===== src/rtl/pgx_pkg.sv =====
package pgx_pkg;
   typedef enum logic [1:0] {
      PGX_OK  = 2'b00,
      PGX_LEN = 2'b01,
      PGX_INV = 2'b10,
      PGX_RO  = 2'b11
   } pgx_cause_e;
endpackage


===== src/rtl/pgx_table.sv =====
module pgx_table #(
   parameter int PN_W = 3,
   parameter int FN_W = 3
) (
   input  logic            clk,
   input  logic            rst_n,
   input  logic            ld_en,
   input  logic [PN_W-1:0] ld_idx,
   input  logic [FN_W-1:0] ld_frame,
   input  logic            ld_valid,
   input  logic            ld_ro,
   input  logic [PN_W-1:0] rd_idx,
   output logic [FN_W-1:0] rd_frame,
   output logic            rd_valid,
   output logic            rd_ro
);
   localparam int ENTRIES = 1 << PN_W;
   localparam int ENT_W   = FN_W + 2;

   logic [ENT_W-1:0] ent_w [ENTRIES];

   for (genvar e = 0; e < ENTRIES; e++) begin : g_ent
      logic [ENT_W-1:0] ent_q;
      always_ff @(posedge clk or negedge rst_n) begin
         if (!rst_n)
            ent_q <= '0;
         else if (ld_en && (ld_idx == PN_W'(e)))
            ent_q <= {ld_valid, ld_ro, ld_frame};
      end
      assign ent_w[e] = ent_q;
   end

   assign {rd_valid, rd_ro, rd_frame} = ent_w[rd_idx];
endmodule


===== src/rtl/pgx_guard.sv =====
module pgx_guard
   import pgx_pkg::*;
#(
   parameter int PN_W = 3
) (
   input  logic            clk,
   input  logic            rst_n,
   input  logic            len_we,
   input  logic [PN_W:0]   len_val,
   input  logic [PN_W-1:0] page,
   input  logic            ent_valid,
   input  logic            ent_ro,
   input  logic            wr,
   output pgx_cause_e      cause,
   output logic [PN_W:0]   len_cur
);
   logic [PN_W:0] len_q;

   always_ff @(posedge clk or negedge rst_n) begin
      if (!rst_n)
         len_q <= '0;
      else if (len_we)
         len_q <= len_val;
   end

   assign len_cur = len_q;

   always_comb begin
      if ({1'b0, page} >= len_q)
         cause = PGX_LEN;
      else if (!ent_valid)
         cause = PGX_INV;
      else if (ent_ro && wr)
         cause = PGX_RO;
      else
         cause = PGX_OK;
   end
endmodule


===== src/rtl/pgx_top.sv =====
module pgx_top
   import pgx_pkg::*;
#(
   parameter int VA_W      = 16,
   parameter int PA_W      = 16,
   parameter int PAGE_BITS = 13
) (
   input  logic                      clk,
   input  logic                      rst_n,
   input  logic                      ld_en,
   input  logic [VA_W-PAGE_BITS-1:0] ld_idx,
   input  logic [PA_W-PAGE_BITS-1:0] ld_frame,
   input  logic                      ld_valid,
   input  logic                      ld_ro,
   input  logic                      len_we,
   input  logic [VA_W-PAGE_BITS:0]   len_val,
   input  logic                      req_vld,
   input  logic [VA_W-1:0]           req_addr,
   input  logic                      req_wr,
   output logic                      rsp_vld,
   output logic [PA_W-1:0]           rsp_paddr,
   output logic                      rsp_trap,
   output logic [1:0]                rsp_code
);
   localparam int PN_W = VA_W - PAGE_BITS;
   localparam int FN_W = PA_W - PAGE_BITS;

   initial begin
      if (PAGE_BITS < 1 || PAGE_BITS >= VA_W)
         $error("pgx_top: PAGE_BITS must lie in 1..VA_W-1");
      if (PA_W <= PAGE_BITS)
         $error("pgx_top: PA_W must exceed PAGE_BITS");
      if (PN_W > 10)
         $error("pgx_top: register table limited to 1024 entries");
   end

   logic [PN_W-1:0] page;
   logic [FN_W-1:0] ent_frame;
   logic            ent_valid;
   logic            ent_ro;
   pgx_cause_e      cause;
   logic [PN_W:0]   len_cur;

   assign page = req_addr[VA_W-1:PAGE_BITS];

   pgx_table #(.PN_W(PN_W), .FN_W(FN_W)) u_table (
      .clk      (clk),
      .rst_n    (rst_n),
      .ld_en    (ld_en),
      .ld_idx   (ld_idx),
      .ld_frame (ld_frame),
      .ld_valid (ld_valid),
      .ld_ro    (ld_ro),
      .rd_idx   (page),
      .rd_frame (ent_frame),
      .rd_valid (ent_valid),
      .rd_ro    (ent_ro)
   );

   pgx_guard #(.PN_W(PN_W)) u_guard (
      .clk       (clk),
      .rst_n     (rst_n),
      .len_we    (len_we),
      .len_val   (len_val),
      .page      (page),
      .ent_valid (ent_valid),
      .ent_ro    (ent_ro),
      .wr        (req_wr),
      .cause     (cause),
      .len_cur   (len_cur)
   );

   pgx_cause_e      code_q;
   logic [PA_W-1:0] paddr_q;
   logic            vld_q;

   always_ff @(posedge clk or negedge rst_n) begin
      if (!rst_n) begin
         vld_q   <= 1'b0;
         code_q  <= PGX_OK;
         paddr_q <= '0;
      end else begin
         vld_q <= req_vld;
         if (req_vld) begin
            code_q  <= cause;
            paddr_q <= (cause == PGX_OK) ? {ent_frame, req_addr[PAGE_BITS-1:0]} : '0;
         end else begin
            code_q  <= PGX_OK;
            paddr_q <= '0;
         end
      end
   end

   assign rsp_vld   = vld_q;
   assign rsp_paddr = paddr_q;
   assign rsp_code  = code_q;
   assign rsp_trap  = (code_q != PGX_OK);
endmodule


===== config.mk =====
export PLATFORM = sky130hd
export DESIGN_NAME = pgx_top
export DESIGN_NICKNAME = d
export VERILOG_FILES = /design/src/rtl/pgx_pkg.sv /design/src/rtl/pgx_table.sv /design/src/rtl/pgx_guard.sv /design/src/rtl/pgx_top.sv
export SDC_FILE = /design/constraint.sdc
export NUM_CORES = 1
export LEC_CHECK = 0
export CAP_MARGIN = 20
export CORE_MARGIN = 1.5
export CORE_UTILIZATION = 42
export CTS_CLUSTER_SIZE = 40
export DETAILED_ROUTE_END_ITERATION = 8
export PLACE_DENSITY = 0.67
export SLEW_MARGIN = 25
export SYNTH_ARGS = -nofsm -noshare
export SYNTH_HDL_FRONTEND = slang
export SYNTH_SLANG_ARGS = --single-unit

===== constraint.sdc =====
create_clock -name clk -period 5.3 [get_ports clk]
set_clock_uncertainty 0.2 [all_clocks]
set_input_delay 1.06 -clock clk [delete_from_list [all_inputs] [get_ports clk]]
set_output_delay 1.06 -clock clk [all_outputs]
set_load 0.05 [all_outputs]

==> implementation parameters, run 1 <==
Parameter                              Value

Run status
  Result of the run    completed

Synth
  #FFs+latches synth    63
  Top cell types by occurrence after synthesis    sky130_fd_sc_hd__dfrtp_1, sky130_fd_sc_hd__mux2_2, sky130_fd_sc_hd__and2_1
  Fraction of registers with async set or reset after synthesis    1.00
  Part of the Yosys area used for sequential elements    0.580
  Netlist area before placement    2720 µm²
  Post-synth top flop    sky130_fd_sc_hd__dfrtp_1
  Warning count from the yosys run    0
  Fraction of post-synthesis cell area in the top cell type by area    0.580
  Gate Count Post-Synth    180
  Average cell area after synthesis    15.1 µm²
  Dominant cell by count in the synthesized netlist    sky130_fd_sc_hd__dfrtp_1
  Cell taking the most area after synthesis    sky130_fd_sc_hd__dfrtp_1
  Net Count, Synth    217
  Number of synthesized flops with an enable pin    0
  Leading post-synthesis cells by cell area    sky130_fd_sc_hd__dfrtp_1, sky130_fd_sc_hd__mux2_2, sky130_fd_sc_hd__mux4_2
  Number of distinct standard cells referenced by the synthesized netlist    30

STA
  Unrepaired setup endpoints after global routing    no
  Period minus WS final    3.37 ns
  Total negative slack    0 ns
  Remaining max-slew budget at the tightest pin    0.291
  Final worst-path cycle share    0.636
  Pins Over Slew Limit    0
  Least-Margin Pin Slew    1.05 ns
  Fmax achieved    296 MHz
  Hold violation total from the final report    0
  Total setup violations reported at the end of the flow    0

Setup path
  Beginning of the worst register-to-register path    u_guard.len_cur[0]
  Crit-path max FO    16
  Count of cells along the worst register-to-register path    6
  Arrival @ worst endpoint    3.44 ns
  Capturing instance or port of the critical path    rsp_paddr[14]
  CP required    5.36 ns
  Type of the worst setup path    primary input to flop
  Kind of end point of the critical path    flop
  Endpoint of the most critical register-to-register path    rsp_paddr[14]
  Worst Setup Start Kind    primary input
  Flop2flop setup slack    3.39 ns
  Worst setup path start    req_addr[13]

Global routing
  Overall overflow remaining after global route    0
  Number of global-route vias before repair    1753
  Largest net degree at the start of global routing    64
  Initial antenna violation count    0
  Wire length of the first global-routing pass    8900 µm
  All-layer global routing usage    0.168

Drt
  Starting DRT DRC Count    26
  Total number of vias    1683
  Total detailed-routing wirelength    5310 µm
  Number of detailed-routing iterations run before antenna repair    4
  Ratio of routed vias to standard cells    5.21
  Post-detailed-route DRC marker count    0
  Average wire per standard cell    16.4 µm
  Detail Route Antenna Nets    0

Floorplanning
  Top Ports    54
  Initial cell density of the core    0.430
  Area of the die    6960 µm²
  Row count    29
  Core Footprint    6310 µm²
  Floorplan die width    83.4 µm
  Height of the chip    83.4 µm

Clock network
  Clock-pin slew of the registers on the worst-case setup and hold paths    0.06 ns
  Post-cts hold buffer count    0
  TritonCTS clock tree    built
  Number of gates resized after cts    0
  Clock Sinks    63
  Number of buffers on the longest clock path    2
  H-tree level count    3
  Post-CTS setup buffer count    0
  Clk Tree Root Cell    sky130_fd_sc_hd__clkbuf_8
  Clock latency at the later pin of the worst-skew pair    0.33 ns
  Total clock buffers created by CTS    9

Layout
  Cell area after layout    3540 µm²
  Final #Nets    278
  Sequential cell area in the final layout    1580 µm²
  Layout cell share with drive strength beyond 1    0.285
  Number of filler instances in the final layout    541
  Number of diodes added for antenna fixing    0
  Area grow syn2layout    30.3%
  Combined area of the multi-input logic cells    1100 µm²

Power and ir drop
  Switch share    0.254
  Sequential share of power    0.447
  PD cells    379 nW/µm²
  Relative contribution of combinational cells to total power    0.206
  Clock group share of total power    0.347
  Net switching component of the power    0.000340 W
  Largest vdd supply drop    290 µV
  Static leakage    1.52 nW
  Cell internal power dissipation    0.00100 W

Place
  Post-placement cell area    3310 µm²
  Routability congestion estimate    0.753
  IO buf count    53
  Dpl hpwl    3530 µm

Hold path
  Hold Crit Class    flop to flop
  Hold Path Cell Cnt    1

Flow run
  # Max-Cap Violations    0
[kinds of logic after synthesis]
| group | after synthesis | synth area share |
|---|---|---|
| compound gates | 11 | 0.0290 |
| flops | 63 | 0.580 |
| fa+ha+maj | 3 | 0.0138 |
| buf+inv | 7 | 0.0157 |
| simple gates | 40 | 0.0912 |
| mux | 56 | 0.270 |
[power by group through the flow]
stage / registers, W / logic (W) / clock network [W]
2_1_floorplan: 0.000642 / 0.000146 / 0
3_3_place_gp: 0.000606 / 0.000274 / 0
3_5_place_dp: 0.000608 / 0.000280 / 0
4_1_cts: 0.000598 / 0.000280 / 0.000478
5_1_grt: 0.000610 / 0.000297 / 0.000496
6_report: 0.000599 / 0.000277 / 0.000465
[metal layers]
metal / track usage / share of wire / routed length (µm)
met5: 0 / 0 / 0
met4: 0.0551 / 0.0028 / 15
met1: 0.236 / 0.49 / 2610
met2: 0.242 / 0.43 / 2300
met3: 0.0606 / 0.073 / 387
[how the worst min path moves through the flow]
stage	startpoint	endpoint	slack, ns
3_5_place_dp	u_table.g_ent[3].ent_q[4]	u_table.g_ent[3].ent_q[4]	0.29
6_report	u_table.g_ent[6].ent_q[0]	u_table.g_ent[6].ent_q[0]	0.30
4_1_cts	u_table.g_ent[3].ent_q[4]	u_table.g_ent[3].ent_q[4]	0.30
3_3_place_gp	u_table.g_ent[5].ent_q[2]	u_table.g_ent[5].ent_q[2]	0.28
5_1_grt	u_table.g_ent[3].ent_q[4]	u_table.g_ent[3].ent_q[4]	0.32
2_1_floorplan	u_table.g_ent[3].ent_q[4]	u_table.g_ent[3].ent_q[4]	0.27
[stage by stage]
| step | power [W] | instances | setup WS (ns) | utilization | hold WS [ns] |
|---|---|---|---|---|---|
| after global routing | 0.00140 | 323 | 1.72 | 0.560 | 0.318 |
| after floorplan | 0.000788 | 180 | 2.60 | - | 0.270 |
| after CTS | 0.00136 | 323 | 1.90 | 0.560 | 0.304 |
| after detailed placement | 0.000887 | 307 | 1.56 | 0.525 | 0.289 |
| final | 0.00134 | 323 | 1.93 | 0.560 | 0.301 |
| after global placement | 0.000880 | 307 | 1.61 | 0.525 | 0.282 |
[registers in the layout, summed over array words and instances, names as in the netlist]
register and cells:
rsp_vld 1, rsp_code 2, u_guard.len_cur 4, u_table.g_ent.ent_q 40
rsp_paddr 16
[critical path, cell delays in order]
cell and delay, ns:
sky130_fd_sc_hd__clkdlybuf4s50_1 0.98, sky130_fd_sc_hd__inv_1 0.10, sky130_fd_sc_hd__ha_1 0.30, sky130_fd_sc_hd__nand2b_1 0.14, sky130_fd_sc_hd__a21o_1 0.19, sky130_fd_sc_hd__o21ai_0 0.25
sky130_fd_sc_hd__o21a_4 0.25, sky130_fd_sc_hd__nor2b_1 0.15
[layout make-up]
cell class	count	share of cell area
Inverter	3	0.00318
Timing Repair Buffer	54	0.151
Sequential cell	63	0.446
Clock buffer	13	0.0449
Multi-Input combinational cell	110	0.310
Clock inverter	3	0.0184
Tap cell	77	0.0272
[placed cells by master, fill, tap and decap left out]
cell / n
sky130_fd_sc_hd__a21oi_1: 1
sky130_fd_sc_hd__nor3b_1: 1
sky130_fd_sc_hd__nand3_1: 1
sky130_fd_sc_hd__o21ai_0: 4
sky130_fd_sc_hd__or2_2: 1
sky130_fd_sc_hd__nand2b_1: 4
sky130_fd_sc_hd__nand4b_1: 3
sky130_fd_sc_hd__a21oi_2: 1
sky130_fd_sc_hd__mux2i_1: 5
sky130_fd_sc_hd__dfrtp_1: 63
sky130_fd_sc_hd__nand2_1: 6
sky130_fd_sc_hd__clkbuf_8: 11
sky130_fd_sc_hd__clkdlybuf4s50_1: 52
sky130_fd_sc_hd__nand4_1: 2
sky130_fd_sc_hd__clkinv_2: 1
sky130_fd_sc_hd__nor3b_2: 2
sky130_fd_sc_hd__clkbuf_1: 2
sky130_fd_sc_hd__mux4_1: 2
sky130_fd_sc_hd__buf_2: 1
sky130_fd_sc_hd__nor3_1: 2
sky130_fd_sc_hd__nor2_1: 2
sky130_fd_sc_hd__a21o_1: 1
sky130_fd_sc_hd__a21boi_0: 1
sky130_fd_sc_hd__nor2b_1: 3
sky130_fd_sc_hd__and2_1: 13
sky130_fd_sc_hd__o22a_1: 1
sky130_fd_sc_hd__a31oi_1: 1
sky130_fd_sc_hd__buf_4: 1
sky130_fd_sc_hd__mux4_2: 7
sky130_fd_sc_hd__bufinv_16: 2
sky130_fd_sc_hd__inv_1: 3
sky130_fd_sc_hd__mux2_2: 42
sky130_fd_sc_hd__ha_1: 3
sky130_fd_sc_hd__o21a_4: 1
(Power assumes the default switching activity.)
==> run 2, diff against run 1 <==
--- a/config.mk
+++ b/config.mk
@@ -10,7 +10,7 @@
 export CORE_UTILIZATION = 42
 export CTS_CLUSTER_SIZE = 40
 export DETAILED_ROUTE_END_ITERATION = 8
-export PLACE_DENSITY = 0.67
+export PLACE_DENSITY = 0.7
 export SLEW_MARGIN = 25
 export SYNTH_ARGS = -nofsm -noshare
 export SYNTH_HDL_FRONTEND = slang
==> constraint.sdc (replaced) <==
create_clock -name clk -period 2.8 [get_ports clk]
set_clock_uncertainty 0.2 [all_clocks]
set_input_delay 0.56 -clock clk [delete_from_list [all_inputs] [get_ports clk]]
set_output_delay 0.56 -clock clk [all_outputs]
set_load 0.05 [all_outputs]
==> run 2 against run 1 <==
Sequential share of layout area shrank 0.47 points. Design area grew 1.1%. Worst hold slack lost 0.0015 ns. Non-clock buffer count grew 9. Via count shrank 0.18%. Register-to-register slack lost 2.5 ns. Clock-buffer cell count shrank 2. Flip-flop and latch count is the same. Routed wire length shrank 2.2%. Critical path depth shrank 6. Critical path type is now flop to primary output. Clock power grew 58%.
==> implementation parameters, run 2 (same netlist as run 1, synthesis figures left out) <==
Parameter                              Value

Setup path
  Arrival @ worst endpoint    1.69 ns (was 3.44 ns)
  CP required    2.04 ns (was 5.36 ns)
  Type of the worst setup path    flop to primary output (was primary input to flop)
  Worst Setup Start Kind    flop (was primary input)
  Crit-path max FO    2 (was 16)
  Kind of end point of the critical path    primary output (was flop)

Drt
  Total length of routed met2 wires    2300 µm (about the same)
  Max layer used    met4 (unchanged)
  Total detailed-routing wirelength    5190 µm (was 5310 µm)
  Total number of vias    1680 (was 1683)
  Number of detailed-routing iterations run before antenna repair    4 (unchanged)
  Starting DRT DRC Count    48 (was 26)
  Ratio of routed vias to standard cells    5.08 (was 5.21)
  Detail Route Antenna Nets    0 (unchanged)
  WL met1    2480 µm (was 2610 µm)
  Post-detailed-route DRC marker count    0 (unchanged)
  Average wire per standard cell    15.7 µm (was 16.4 µm)
  Met3 wire length    290 µm (was 387 µm)

Floorplanning
  Top Ports    54 (unchanged)
  Height of the chip    83.4 µm (unchanged)
  Floorplan die width    83.4 µm (unchanged)
  Row count    29 (unchanged)
  Initial cell density of the core    0.430 (unchanged)
  Area of the die    6960 µm² (unchanged)
  Core Footprint    6310 µm² (unchanged)

Layout
  Layout cell share with drive strength beyond 1    0.303 (was 0.285)
  Top reg by flops    u_table.g_ent.ent_q (unchanged)
  Most common cell after layout, fill and taps aside    sky130_fd_sc_hd__dfrtp_1 (unchanged)
  Final #Nets    287 (was 278)
  Most frequent cells in the layout    sky130_fd_sc_hd__dfrtp_1, sky130_fd_sc_hd__clkdlybuf4s50_1, sky130_fd_sc_hd__mux2_2 (unchanged)
  Area grow syn2layout    31.6% (was 30.3%)
  Number of diodes added for antenna fixing    0 (unchanged)
  Number of flip-flops under the largest register name    40 (unchanged)

STA
  Remaining max-slew budget at the tightest pin    0.639 (was 0.291)
  Total negative slack    0 ns (unchanged)
  Least-Margin Pin Slew    0.542 ns (was 1.05 ns)
  Period minus WS final    2.45 ns
  Pins Over Slew Limit    0 (unchanged)
  Total setup violations reported at the end of the flow    0 (unchanged)
  Hold violation total from the final report    0 (unchanged)
  Final worst-path cycle share    0.876
  Fmax achieved    408 MHz
  Unrepaired setup endpoints after global routing    no (unchanged)

Flow run
  # Max-Cap Violations    0 (unchanged)

Place
  IO buf count    53 (unchanged)
  Routability congestion estimate    0.767 (was 0.753)
  Dpl hpwl    3700 µm (was 3530 µm)

Power and ir drop
  Static leakage    1.55 nW (was 1.52 nW)
  PD cells    671 nW/µm² (was 379 nW/µm²)
  Largest vdd supply drop    365 µV (was 290 µV)
  Overall power    0.00240 W (was 0.00134 W)

Clock network
  Total clock buffers created by CTS    9 (unchanged)
  Clock-pin slew of the registers on the worst-case setup and hold paths    0.06 ns (about the same)
  Post-CTS setup buffer count    0 (unchanged)
  Clk Tree Root Cell    sky130_fd_sc_hd__clkbuf_8 (unchanged)
  H-tree level count    3 (unchanged)
  Clock latency at the later pin of the worst-skew pair    0.34 ns (was 0.33 ns)
  TritonCTS clock tree    built (unchanged)
  Number of gates resized after cts    0 (unchanged)
  Number of buffers on the longest clock path    2 (unchanged)
  Clock Sinks    63 (unchanged)

Run status
  Result of the run    completed (unchanged)

Global routing
  Largest net degree at the start of global routing    42 (was 64)
  Initial antenna violation count    0 (unchanged)
  Wire length of the first global-routing pass    8910 µm (was 8900 µm)
  Number of global-route vias before repair    1794 (was 1753)
  Overall overflow remaining after global route    0 (unchanged)
  All-layer global routing usage    0.171 (was 0.168)

Hold path
  Hold Crit Class    flop to flop (unchanged)
==> run 2: cell count changes in the layout (fill, tap and decap cells not counted), sizes merged <==
cell | previous run | this run
dlygate4sd3 | 0 | 1
clkinvlp | 0 | 1
buf | 2 | 10
bufinv | 2 | 1
clkinv | 1 | 2
clkbuf | 13 | 11
==> run 2: through the flow <==
stage	hold WS [ns]	cells	cell area, µm²	setup WS [ns]	utilization
2_1_floorplan	0.0644	180	2720	0.600	-
3_3_place_gp	0.282	315	3390	0.0972	0.536
3_5_place_dp	0.289	315	3390	0.0583	0.536
4_1_cts	0.303	331	3580	0.327	0.566
5_1_grt	0.313	331	3580	0.297	0.566
6_report	0.300	331	3580	0.347	0.566
==> run 2: cell type report <==
cell class / instances / area [µm²]
flip-flops and latches: 63 / 1580
clock buffers: 11 / 131
inverters: 3 / 11.3
fillers: 538 / 2740
well taps: 77 / 96.3
repair buffers: 63 / 616
clock inverters: 4 / 47.5
multi-input cells: 110 / 1100
==> run 2: timing repair <==
item,in CTS,in global routing
hold buffers,1,0
setup endpoints to repair,0,0
endpoints found under the hold margin,3,0
==> run 2: final timing paths <==
path,start,endpoint,slack [ns],cells past startpoint
worst max-delay path,rsp_code[1],rsp_trap,0.35,2
worst min-delay path,u_table.g_ent[0].ent_q[1],u_table.g_ent[0].ent_q[1],0.30,1
worst max register to register,u_guard.len_cur[0],rsp_paddr[14],0.87,6
worst min register to register,u_table.g_ent[0].ent_q[1],u_table.g_ent[0].ent_q[1],0.30,1
max in group asynchronous,rst_n,rsp_paddr[4],1.26,3
min in group asynchronous,rst_n,u_table.g_ent[1].ent_q[3],0.54,2
==> run 2: worst max-delay path: stages, from the launching register on <==
cell,delay [ns]
sky130_fd_sc_hd__dfrtp_1,0.37
sky130_fd_sc_hd__or2_2,0.28
sky130_fd_sc_hd__clkdlybuf4s50_1,0.70
==> run 2: layer usage <==
metal  vias up  global-route usage
met5         -                   0
met4         0              0.0805
met3        10              0.0586
met2        52               0.255
met1       830               0.225
li1        788                   -
==> run 2: where the power goes <==
group	total (W)	internal, W	switching, W
Combinational	0.000532	0.000285	0.000246
Clock	0.000733	0.000403	0.000330
Sequential	0.00114	0.00107	0.0000692
